==> src/rtl/ps_pkg.sv <==
package ps_pkg;

    localparam int DIGIT_W = 4;
    localparam int BCD_TOP = 9;
    localparam int BIN_TOP = 15;

    typedef struct packed {
        logic [1:0] sel;
        logic       bcd;
    } ps_cfg_t;

    function automatic int max_of4(input int a, input int b, input int c, input int d);
        int m;
        m = a;
        if (b > m) m = b;
        if (c > m) m = c;
        if (d > m) m = d;
        return m;
    endfunction

endpackage

==> src/rtl/ps_base_div.sv <==
module ps_base_div #(
    parameter int DIV_SEL0 = 10,
    parameter int DIV_SEL1 = 2,
    parameter int DIV_SEL2 = 10,
    parameter int DIV_SEL3 = 20,
    parameter int CNT_W    = 5
) (
    input  logic       clk,
    input  logic       rst_n,
    input  logic       clr,
    input  logic [1:0] sel,
    output logic       base_tick
);

    typedef struct packed {
        logic [CNT_W-1:0] cnt;
    } div_state_t;

    div_state_t       st_d, st_q;
    logic [CNT_W-1:0] last_cnt;

    always_comb begin
        unique case (sel)
            2'd0:    last_cnt = CNT_W'(DIV_SEL0 - 1);
            2'd1:    last_cnt = CNT_W'(DIV_SEL1 - 1);
            2'd2:    last_cnt = CNT_W'(DIV_SEL2 - 1);
            default: last_cnt = CNT_W'(DIV_SEL3 - 1);
        endcase

        st_d      = st_q;
        base_tick = 1'b0;
        if (clr) begin
            st_d.cnt = '0;
        end else if (st_q.cnt == last_cnt) begin
            st_d.cnt  = '0;
            base_tick = 1'b1;
        end else begin
            st_d.cnt = st_q.cnt + 1'b1;
        end
    end

    always_ff @(posedge clk or negedge rst_n) begin
        if (!rst_n) st_q <= '0;
        else        st_q <= st_d;
    end

endmodule

==> src/rtl/ps_digit_stage.sv <==
module ps_digit_stage
    import ps_pkg::*;
(
    input  logic clk,
    input  logic rst_n,
    input  logic clr,
    input  logic bcd,
    input  logic carry_in,
    output logic carry_out
);

    logic [DIGIT_W-1:0] digit_d, digit_q;
    logic               at_top;

    always_comb begin
        at_top    = (digit_q == (bcd ? DIGIT_W'(BCD_TOP) : DIGIT_W'(BIN_TOP)));
        carry_out = carry_in & at_top;
        digit_d   = digit_q;
        if (clr)           digit_d = '0;
        else if (carry_in) digit_d = at_top ? '0 : digit_q + 1'b1;
    end

    always_ff @(posedge clk or negedge rst_n) begin
        if (!rst_n) digit_q <= '0;
        else        digit_q <= digit_d;
    end

endmodule

==> src/rtl/decscale_prescaler.sv <==
module decscale_prescaler
    import ps_pkg::*;
#(
    parameter int NUM_TAPS = 4,
    parameter int DIV_SEL0 = 10,
    parameter int DIV_SEL1 = 2,
    parameter int DIV_SEL2 = 10,
    parameter int DIV_SEL3 = 20
) (
    input  logic                clk,
    input  logic                rst_n,
    input  logic [1:0]          src_sel,
    input  logic                bcd_mode,
    output logic [NUM_TAPS-1:0] tap_o
);

    localparam int DIV_MAX = max_of4(DIV_SEL0, DIV_SEL1, DIV_SEL2, DIV_SEL3);
    localparam int CNT_W   = $clog2(DIV_MAX + 1);

    typedef struct packed {
        ps_cfg_t             cfg;
        logic [NUM_TAPS-1:0] taps;
    } top_state_t;

    top_state_t          st_d, st_q;
    ps_cfg_t             cfg_in;
    logic                clr;
    logic                base_tick;
    logic [NUM_TAPS:0]   carry;

    always_comb begin
        cfg_in.sel = src_sel;
        cfg_in.bcd = bcd_mode;
        clr        = (cfg_in != st_q.cfg);
    end

    ps_base_div #(
        .DIV_SEL0 (DIV_SEL0),
        .DIV_SEL1 (DIV_SEL1),
        .DIV_SEL2 (DIV_SEL2),
        .DIV_SEL3 (DIV_SEL3),
        .CNT_W    (CNT_W)
    ) u_base (
        .clk       (clk),
        .rst_n     (rst_n),
        .clr       (clr),
        .sel       (src_sel),
        .base_tick (base_tick)
    );

    assign carry[0] = base_tick;

    for (genvar g = 0; g < NUM_TAPS; g++) begin : g_stage
        ps_digit_stage u_stage (
            .clk       (clk),
            .rst_n     (rst_n),
            .clr       (clr),
            .bcd       (bcd_mode),
            .carry_in  (carry[g]),
            .carry_out (carry[g+1])
        );
    end

    always_comb begin
        st_d     = st_q;
        st_d.cfg = cfg_in;
        if (clr) st_d.taps = '0;
        else     st_d.taps = carry[NUM_TAPS:1];
    end

    always_ff @(posedge clk or negedge rst_n) begin
        if (!rst_n) st_q <= '0;
        else        st_q <= st_d;
    end

    assign tap_o = st_q.taps;

endmodule

==> config.mk <==
export PLATFORM = sky130hd
export DESIGN_NAME = decscale_prescaler
export DESIGN_NICKNAME = d
export VERILOG_FILES = /design/src/rtl/ps_pkg.sv /design/src/rtl/ps_base_div.sv /design/src/rtl/ps_digit_stage.sv /design/src/rtl/decscale_prescaler.sv
export SDC_FILE = /design/constraint.sdc
export NUM_CORES = 1
export LEC_CHECK = 0
export BUFFER_PORTS_ARGS = -buffer_cell sky130_fd_sc_hd__buf_2
export CAP_MARGIN = 30
export CELL_PAD_IN_SITES_DETAIL_PLACEMENT = 1
export CELL_PAD_IN_SITES_GLOBAL_PLACEMENT = 2
export CORE_MARGIN = 2
export CORE_UTILIZATION = 39
export CTS_CLUSTER_SIZE = 24
export DETAILED_ROUTE_END_ITERATION = 6
export PLACE_DENSITY_LB_ADDON = 0.1
export SYNTH_ARGS = -nofsm -noshare
export SYNTH_HDL_FRONTEND = slang
export SYNTH_HIERARCHICAL = 1
export SYNTH_SLANG_ARGS = --single-unit
==> constraint.sdc <==
create_clock -name clk -period 4.3 [get_ports clk]
set_input_delay 0.215 -clock clk [delete_from_list [all_inputs] [get_ports clk]]
set_output_delay 0.215 -clock clk [all_outputs]
set_load 0.005 [all_outputs]
# --- Yosys cells after proc, flatten, opt, wreduce, memory -nomap -nowiden ---
# Cells that the tools add are included.
totals:
  latch_bits: 0
  romBits: 0
  mem_bits_rw: 0
  reg_bits: 28
  in_bits: 5
  word_cells: 50
  n_memories: 0
op_classes:
  n_eq_ne: 8
  n_lt_le_gt_ge: 0
  n_bitwise: 4
  add_sub_neg: 5
  multipliers: 0
  muxes: 19
  n_reduce_logical: 6
  n_div: 0
  shifts: 0
op_table:
  columns: ["op", "n"]
  rows:
  - ["4-bit two-way mux", 13]
  - ["4-bit by 1-bit adder with 4-bit output, second input constant", 4]
  - ["4-bit == test", 4]
  - ["5-bit two-way mux", 2]
  - ["5-bit case mux with 2 select lines", 1]
  - ["2-bit nonzero test", 4]
  - ["5-bit by 1-bit adder with 5-bit output, second input constant", 1]
  - ["5-bit == test", 1]
  - ["1-bit bitwise AND", 4]
  - ["3-bit two-way mux", 1]
  - ["3-bit != test", 1]
  - ["2-bit by 1-bit == test with 1-bit output, second input constant", 1]
  - ["2-bit == test, second input constant", 1]
  - ["2-bit logical NOT", 1]
  - ["1-bit two-way mux", 2]
  - ["2-bit OR reduction", 1]

# --- Depth between registers and ports, before layout ---
# Gate-level depths: netlist of the first run.
depth:
  ltp_word: 11
  mapped_depth: 16

# --- By module ---
# Netlist of the first run, hierarchy kept.
by_module_without_submodules:
  columns: ["mod", "area_per_inst_um2", "cells_per_inst", "instances", "seq_area_each_um2"]
  rows:
  - ["ps_digit_stage", 260.2, 27, 4, 100.1]
  - ["decscale_prescaler", 272.8, 19, 1, 175.2]
  - ["ps_base_div", 257.7, 23, 1, 125.1]

# --- Worst setup path before layout of the first run ---
# No wires, ideal clock.
synth_path:
  kind: "register -> register"
  from: "register, netlist name st_q[4]"
  to: "register g_stage[3].u_stage.digit_q[2]"
  path_buffers: 4
  setup_slack_ns: 0.365
  arrival_ns: 3.786
  path_stages_with_launch: 17
  t_required_ns: 4.151
  path_cell_list: "dfrtp_1 > xor2_1 > or3_1 > and3b_2 > clkbuf_1 > inv_1 > a211oi_1 > clkbuf_1 > inv_1 > a211oi_1 > clkbuf_1 > inv_1 > a211oi_1 > clkbuf_1 > inv_1 > a221oi_2 > nor3_1"
synth_rtl:
  columns: ["item", "line", "source"]
  rows:
  - ["end signal: assignment", "ps_digit_stage.sv:25", "else digit_q <= digit_d;"]
  - ["end: declaration", "ps_digit_stage.sv:12", "logic [DIGIT_W-1:0] digit_d, digit_q;"]

==> impl_metrics.prom, run 1 <==
# TYPE chip_impl_metric gauge
chip_impl_info{name="run_status",value="finished, final reports clean"} 1
chip_impl_metric{name="timing_worst_slew_pin_value",unit="ns"} 0.647
chip_impl_metric{name="core.rowCount",unit=""} 23
chip_impl_metric{name="slowest_delay",unit="ns"} 0.41
chip_impl_metric{name="clock_tree.buffer_depth",unit=""} 2
chip_impl_metric{name="die_height",unit="um"} 67.5
chip_impl_metric{name="cts_repair_resize_count",unit=""} 0
chip_impl_metric{name="global_route_wire_length_before_repair",unit="um"} 5780
chip_impl_metric{name="synth.top_cell.area_share",unit=""} 0.446
chip_impl_metric{name="areaGrowthSynthToFinish",unit="%"} 10.7
chip_impl_metric{name="tritoncts_num_sinks",unit=""} 28
chip_impl_metric{name="crit_arrival",unit="ns"} 3.51
chip_impl_metric{name="critical_path_buf_inv_count",unit=""} 6
chip_impl_metric{name="synth-async-reset-ratio",unit=""} 1.00
chip_impl_info{name="reg2reg_from",value="st_q[4]"} 1
chip_impl_info{name="clock-root-buffer",value="sky130_fd_sc_hd__clkbuf_8"} 1
chip_impl_info{name="yosys.area.top_type",value="sky130_fd_sc_hd__dfrtp_1"} 1
chip_impl_metric{name="post_synth_inst_count",unit=""} 150
chip_impl_metric{name="die_area",unit="um2"} 4550
chip_impl_metric{name="cellLeakagePower",unit="nW"} 0.696
chip_impl_metric{name="nets",unit=""} 170
chip_impl_metric{name="totalWireLength",unit="um"} 3460
chip_impl_metric{name="maxSlewHeadroom",unit=""} 0.568
chip_impl_metric{name="worst_clock_skew",unit="ns"} 0.00450
chip_impl_info{name="holdCritStartpoint",value="src_sel[1]"} 1
chip_impl_metric{name="ir_worst_vdd",unit="mV"} 0.132
chip_impl_metric{name="ys_seq_elements",unit=""} 28
chip_impl_info{name="rsz_0062_raised_after_global_routing",value="no"} 1
chip_impl_metric{name="detailedRoute.firstIterationViolations",unit=""} 47
chip_impl_info{name="start_kind",value="flip-flop"} 1
chip_impl_metric{name="synth_edf_count",unit=""} 0
chip_impl_metric{name="detailroute.via_count",unit=""} 1199
chip_impl_metric{name="report.power.total",unit="W"} 0.000514
chip_impl_metric{name="ff2ff_path_depth",unit=""} 14
chip_impl_metric{name="max_clock_freq",unit="MHz"} 298
chip_impl_metric{name="routedWlPerCell",unit="um"} 16.5
chip_impl_metric{name="finalCriticalPeriod",unit="ns"} 3.36
chip_impl_metric{name="cts_buffers",unit=""} 3
chip_impl_info{name="timing_worst_setup_path_type",value="reg -> reg"} 1
chip_impl_metric{name="setup_viol",unit=""} 0
chip_impl_metric{name="period_share",unit=""} 0.780
chip_impl_metric{name="synth.yosys.seq_area_share",unit=""} 0.446
chip_impl_metric{name="drc_errors",unit=""} 0
chip_impl_info{name="hold_worst_path_end",value="st_q[6]"} 1
chip_impl_metric{name="design.core.area",unit="um2"} 3940
chip_impl_metric{name="synth.net_count",unit=""} 160
chip_impl_metric{name="layout-drive-gt1-share",unit=""} 0.182
chip_impl_metric{name="hold_path_depth",unit=""} 1
chip_impl_metric{name="post_syn_area_per_cell",unit="um2"} 10.5
chip_impl_metric{name="gp_congestion",unit=""} 0.757
chip_impl_metric{name="drt-pass1-iter-count",unit=""} 4
chip_impl_metric{name="worst_skew_pair.late_latency",unit="ns"} 0.28
chip_impl_info{name="synth_top_flop_cell",value="sky130_fd_sc_hd__dfrtp_1"} 1
chip_impl_metric{name="timing_max_transition_violations_final",unit=""} 0
chip_impl_metric{name="max_cap_viol_count",unit=""} 0
chip_impl_metric{name="cts.reportedPaths.clkPinSlew",unit="ns"} 0.11
chip_impl_metric{name="placed_area",unit="um2"} 1660
chip_impl_metric{name="netlist-cell-type-count",unit=""} 30
chip_impl_metric{name="setup-tns-final",unit="ns"} 0
chip_impl_metric{name="vias_per_cell",unit=""} 5.74
chip_impl_metric{name="total_power_density_per_cell_area",unit="nW/um2"} 295
chip_impl_info{name="cells_traversed_along_the_worst_timing_path",value="xor2_1, or3_1, and3b_2, inv_1, a211oi_1, inv_1, a211oi_1, buf_4, inv_1, a211oi_1, buf_4, inv_1, a211oi_1, nor4b_1"} 1
chip_impl_metric{name="initial_antenna_violation_count",unit=""} 0
chip_impl_metric{name="synthesis.area",unit="um2"} 1570
chip_impl_metric{name="hold_buffers",unit=""} 1
chip_impl_info{name="tritoncts",value="done"} 1
chip_impl_info{name="worst_r2r_endpoint",value="tap_o[3]"} 1
chip_impl_info{name="timing.critical_path.to_type",value="flip-flop"} 1
chip_impl_metric{name="n_antenna_cell",unit=""} 0
chip_impl_metric{name="final_antenna_net_count",unit=""} 0
chip_impl_info{name="critical-path-slowest-cell",value="sky130_fd_sc_hd__or3_1"} 1
chip_impl_metric{name="ios",unit=""} 9
chip_impl_info{name="post_synth_main_area_contributors",value="sky130_fd_sc_hd__dfrtp_1 (45%), sky130_fd_sc_hd__ha_1 (4.0%), sky130_fd_sc_hd__a211oi_1 (3.8%)"} 1
chip_impl_metric{name="final_design_area_no_fill",unit="um2"} 1740
chip_impl_metric{name="globalRouteOverflowTotal",unit=""} 0
chip_impl_metric{name="finalHoldViolCount",unit=""} 0
chip_impl_metric{name="cts.repair_timing.setup_buffer_count",unit=""} 0
chip_impl_metric{name="maximum_number_of_pins_on_one_net_before_global_route_repair",unit=""} 29
chip_impl_info{name="timing.critical_path.max_delay_family",value="simple AND/OR/NAND/NOR gates"} 1
chip_impl_info{name="min-delay-path-class",value="in -> reg"} 1
chip_impl_metric{name="cp.required",unit="ns"} 4.46
chip_impl_metric{name="htree_levels",unit=""} 1
chip_impl_metric{name="initial_core_util",unit=""} 0.399
chip_impl_metric{name="minimum_hold_slack",unit="ns"} 0.0954
chip_impl_metric{name="dpl.hpwl",unit="um"} 2430
chip_impl_metric{name="yosysWarnings",unit=""} 6
chip_impl_metric{name="first_global_vias",unit=""} 1212
chip_impl_metric{name="port_buffers",unit=""} 8
chip_impl_metric{name="r2r_slack",unit="ns"} 0.94
chip_impl_metric{name="die_width",unit="um"} 67.5
chip_impl_metric{name="worst-path-max-fanout",unit=""} 10
chip_impl_metric{name="gr-usage-all-layers",unit=""} 0.168
-- layout by cell type (no fill, tap or decap), drive strengths merged, types with 5 or more instances in the layout --
cell type | synthesis | layout
nand2 | 8 | 8
xnor2 | 5 | 5
xor2 | 5 | 5
dfrtp | 28 | 28
nand3 | 10 | 10
buf | 4 | 12
nor2 | 5 | 5
inv | 9 | 9
a211oi | 8 | 8
a21oi | 5 | 5
ha | 5 | 5
-- routing by layer --
metal / GRT usage / up-vias / wire (um)
met1: 0.234 / 609 / 1710
li1: - / 576 / -
met2: 0.279 / 12 / 1660
met3: 0.0200 / 2 / 70
met4: 0.0383 / 0 / 17
met5: 0 / - / 0
-- cell usage after synthesis, types with 4 or more instances --
master	number
sky130_fd_sc_hd__a21oi_1	5
sky130_fd_sc_hd__or3b_4	4
sky130_fd_sc_hd__xnor2_1	5
sky130_fd_sc_hd__o311ai_0	4
sky130_fd_sc_hd__clkbuf_1	4
sky130_fd_sc_hd__nand4_1	4
sky130_fd_sc_hd__xor2_1	5
sky130_fd_sc_hd__a221oi_2	4
sky130_fd_sc_hd__nand2_1	8
sky130_fd_sc_hd__a21boi_0	4
sky130_fd_sc_hd__nor2_1	5
sky130_fd_sc_hd__buf_4	4
sky130_fd_sc_hd__nor4b_1	4
sky130_fd_sc_hd__dfrtp_1	28
sky130_fd_sc_hd__a211oi_1	8
sky130_fd_sc_hd__nand3_1	10
sky130_fd_sc_hd__nand3b_1	4
sky130_fd_sc_hd__and2b_2	4
sky130_fd_sc_hd__inv_1	9
sky130_fd_sc_hd__nor3_1	4
sky130_fd_sc_hd__a41oi_1	4
sky130_fd_sc_hd__nor2b_1	4
sky130_fd_sc_hd__a311oi_1	4
sky130_fd_sc_hd__ha_1	5
-- registers in the layout (all words and copies together) (netlist names) --
signal and count:
g_stage.u_stage/digit_q 16, u_base/st_q 5, st_q 3, tap_o 4
-- area by class of cell --
type / count / area, um2
Clock buffer: 3 / 41.3
Tap cell: 50 / 62.6
Sequential cell: 28 / 701
Inverter: 9 / 33.8
Fill cell: 431 / 2200
Timing Repair Buffer: 13 / 80.1
Multi-Input combinational cell: 105 / 792
Clock inverter: 1 / 30.0
-- cells by family (layout without fill, tap and decap cells) --
group                      count (synthesis)  count (layout)  synth area share
and+or+nand+nor                           54              54             0.214
AOI/OAI and AO/OA                         36              36             0.194
DFF                                       28              28             0.446
buffers and inverters                     17              26            0.0502
xor gates and xnor gates                  10              10            0.0557
adders and majority gates                  5               5            0.0398
-- stage by stage --
step,util,setup WS [ns],cells
finish,0.441,0.945,209
detailed placement,0.421,0.998,204
floorplan,-,0.365,150
global route,0.441,0.610,209
global placement,0.421,1.16,204
CTS,0.441,0.933,209
-- where the power goes --
group,switching (W),internal (W),leakage [nW]
Sequential,0.00000172,0.000265,0.384
Combinational,0.0000229,0.0000105,0.277
Clock,0.0000888,0.000125,0.0357
Total,0.000113,0.000401,0.696
-- how the worst max path moves through the flow --
stage,startpoint,endpoint,slack (ns),cells past startpoint
6_report,st_q[4],tap_o[3],0.94,14
5_1_grt,st_q[4],tap_o[3],0.61,14
4_1_cts,st_q[4],tap_o[3],0.93,14
3_5_place_dp,bcd_mode,tap_o[3],1.0,15
3_3_place_gp,bcd_mode,tap_o[3],1.16,15
2_1_floorplan,st_q[4],g_stage[3].u_stage/digit_q[2],0.37,16
No activity file was read; power rests on OpenSTA's default activity.
==> run 2: changes to the inputs <==
==> constraint.sdc (replaced) <==
create_clock -name clk -period 3.27 [get_ports clk]
set_input_delay 0.1635 -clock clk [delete_from_list [all_inputs] [get_ports clk]]
set_output_delay 0.1635 -clock clk [all_outputs]
set_load 0.005 [all_outputs]
==> run 2 against run 1 <==
Net effect: non-clock buffer count increased by 2; cell count grew 0.96%; critical path type unchanged; largest power group unchanged; power is 31% higher.
==> impl_metrics.prom, run 2 (synthesis gave the netlist of run 1 again) <==
# TYPE chip_impl_metric gauge
chip_impl_info{name="clock-root-buffer",value="sky130_fd_sc_hd__clkbuf_8"} 1
chip_impl_metric{name="period_share",unit=""} 0.934
chip_impl_metric{name="n_antenna_cell",unit=""} 0
chip_impl_metric{name="setup-tns-final",unit="ns"} 0
chip_impl_metric{name="clock_tree.buffer_depth",unit=""} 2
chip_impl_metric{name="drc_errors",unit=""} 0
chip_impl_metric{name="finalHoldViolCount",unit=""} 0
chip_impl_metric{name="worst_clock_skew",unit="ns"} 0.00649
chip_impl_metric{name="cellLeakagePower",unit="nW"} 0.709
chip_impl_metric{name="total_power_density_per_cell_area",unit="nW/um2"} 379
chip_impl_metric{name="timing_worst_slew_pin_value",unit="ns"} 0.637
chip_impl_metric{name="design.core.area",unit="um2"} 3940
chip_impl_info{name="run_status",value="finished, final reports clean"} 1
chip_impl_metric{name="worst-path-max-fanout",unit=""} 10
chip_impl_metric{name="totalWireLength",unit="um"} 3500
chip_impl_metric{name="die_height",unit="um"} 67.5
chip_impl_metric{name="cts_repair_resize_count",unit=""} 0
chip_impl_info{name="timing_worst_setup_path_type",value="reg -> reg"} 1
chip_impl_metric{name="cp.required",unit="ns"} 3.45
chip_impl_info{name="start_kind",value="flip-flop"} 1
chip_impl_metric{name="preCtsSetupSlack",unit="ns"} 0.179
chip_impl_metric{name="largest_register_ffs",unit=""} 16
chip_impl_metric{name="max_cap_viol_count",unit=""} 0
chip_impl_metric{name="drt-pass1-iter-count",unit=""} 4
chip_impl_metric{name="htree_levels",unit=""} 1
chip_impl_metric{name="layout-drive-gt1-share",unit=""} 0.217
chip_impl_metric{name="routedWlPerCell",unit="um"} 16.6
chip_impl_metric{name="setup_viol",unit=""} 0
chip_impl_info{name="tritoncts",value="done"} 1
chip_impl_info{name="final_common_cell",value="sky130_fd_sc_hd__dfrtp_1"} 1
chip_impl_metric{name="timing_max_transition_violations_final",unit=""} 0
chip_impl_metric{name="layout.core_utilization",unit=""} 0.451
chip_impl_metric{name="die_area",unit="um2"} 4550
chip_impl_info{name="timing.critical_path.to_type",value="flip-flop"} 1
chip_impl_metric{name="maximum_number_of_pins_on_one_net_before_global_route_repair",unit=""} 29
chip_impl_metric{name="initial_antenna_violation_count",unit=""} 0
chip_impl_metric{name="crit_arrival",unit="ns"} 3.24
chip_impl_metric{name="dpl.hpwl",unit="um"} 2400
chip_impl_metric{name="nets",unit=""} 172
chip_impl_metric{name="first_global_vias",unit=""} 1233
chip_impl_metric{name="global_route_wire_length_before_repair",unit="um"} 5950
chip_impl_metric{name="gp_congestion",unit=""} 0.769
chip_impl_metric{name="ir_worst_vdd",unit="mV"} 0.128
chip_impl_metric{name="areaGrowthSynthToFinish",unit="%"} 13.1
chip_impl_metric{name="initial_core_util",unit=""} 0.399
chip_impl_metric{name="detailedRoute.firstIterationViolations",unit=""} 52
chip_impl_info{name="min-delay-path-class",value="in -> reg"} 1
chip_impl_metric{name="maxSlewHeadroom",unit=""} 0.575
chip_impl_metric{name="core.rowCount",unit=""} 23
chip_impl_metric{name="cts.reportedPaths.clkPinSlew",unit="ns"} 0.10
chip_impl_metric{name="globalRouteOverflowTotal",unit=""} 0
chip_impl_info{name="layout.cells.most_common_list",value="sky130_fd_sc_hd__dfrtp_1 (28), sky130_fd_sc_hd__nand3_1 (10), sky130_fd_sc_hd__inv_1 (9), sky130_fd_sc_hd__nand2_1 (8), sky130_fd_sc_hd__buf_2 (8)"} 1
chip_impl_metric{name="final_antenna_net_count",unit=""} 0
chip_impl_metric{name="vias_per_cell",unit=""} 5.74
chip_impl_metric{name="port_buffers",unit=""} 8
chip_impl_metric{name="ios",unit=""} 9
chip_impl_metric{name="die_width",unit="um"} 67.5
chip_impl_metric{name="tritoncts_num_sinks",unit=""} 28
chip_impl_metric{name="gr-usage-all-layers",unit=""} 0.171
chip_impl_metric{name="placedCellCount",unit=""} 204
chip_impl_metric{name="cts_buffers",unit=""} 3
chip_impl_metric{name="postLayoutSetupSlackWorst",unit="ns"} 0.216
chip_impl_info{name="register_with_the_most_flip_flops",value="g_stage.u_stage/digit_q"} 1
chip_impl_metric{name="layout.cells.non_filler",unit=""} 211
chip_impl_metric{name="detailroute.via_count",unit=""} 1212
chip_impl_metric{name="max_clock_freq",unit="MHz"} 327
chip_impl_metric{name="finalCriticalPeriod",unit="ns"} 3.05
chip_impl_metric{name="worst_skew_pair.late_latency",unit="ns"} 0.27
[run 2: cell count changes in the layout (fill, tap and decap cells not counted), sizes merged]
cell  change
buf       +2
[run 2: what timing repair did]
| item | CTS | global route |
|---|---|---|
| hold buffers | 1 | 0 |
| hold endpoints to repair | 28 | 0 |
| buffers inserted | 0 | 2 |
| setup endpoints to repair | 0 | 1 |
[run 2: area by class of cell]
cell class / count / area [um2]
Sequential cell: 28 / 701
Tap cell: 50 / 62.6
Fill cell: 446 / 2170
Inverter: 9 / 33.8
Clock buffer: 3 / 41.3
Multi-Input combinational cell: 105 / 813
Timing Repair Buffer: 15 / 95.1
Clock inverter: 1 / 30.0
[run 2: metrics by stage]
stage | power, W | hold WS [ns] | instance area (um2)
2_1_floorplan | 0.000383 | -0.132 | 1610
3_3_place_gp | 0.000404 | 0.222 | 1680
3_5_place_dp | 0.000404 | 0.226 | 1680
4_1_cts | 0.000682 | 0.0404 | 1760
5_1_grt | 0.000698 | 0.0385 | 1780
6_report | 0.000673 | 0.0463 | 1780
[run 2: final timing paths]
kind / startpoint / slack [ns] / cells past startpoint / endpoint
setup / recovery: st_q[5] / 0.22 / 13 / tap_o[3]
hold / removal: src_sel[1] / 0.05 / 1 / st_q[6]
setup reg to reg: st_q[5] / 0.22 / 13 / tap_o[3]
hold reg to reg: u_base/st_q[0] / 0.51 / 1 / u_base/st_q[0]
max in group asynchronous: rst_n / 2.42 / 2 / tap_o[2]
min in group asynchronous: rst_n / 0.44 / 2 / tap_o[3]
[run 2: report_power, final]
group | switching [W] | leakage, nW | internal [W]
Clock | 0.000111 | 0.0357 | 0.000164
Sequential | 0.00000235 | 0.384 | 0.000349
Combinational | 0.0000314 | 0.289 | 0.0000150
Total | 0.000145 | 0.709 | 0.000528
[run 2: layer usage]
metal,global-route usage,vias up,part of all wire
met3,0.0200,2,0.020
met5,0,-,0
met1,0.237,616,0.50
li1,-,582,-
met2,0.283,12,0.47
met4,0.0459,0,0.0074
[run 2: critical path, cell delays in order, from the launching register on]
cell and delay (ns):
sky130_fd_sc_hd__dfrtp_1 0.39, sky130_fd_sc_hd__xor2_1 0.22, sky130_fd_sc_hd__or3_4 0.42, sky130_fd_sc_hd__and3b_2 0.29
sky130_fd_sc_hd__inv_1 0.09, sky130_fd_sc_hd__a211oi_2 0.18, sky130_fd_sc_hd__inv_1 0.11, sky130_fd_sc_hd__a211oi_2 0.19
sky130_fd_sc_hd__inv_1 0.11, sky130_fd_sc_hd__a211oi_1 0.19, sky130_fd_sc_hd__buf_4 0.21, sky130_fd_sc_hd__inv_1 0.08
sky130_fd_sc_hd__a211oi_1 0.22, sky130_fd_sc_hd__nor4b_2 0.26
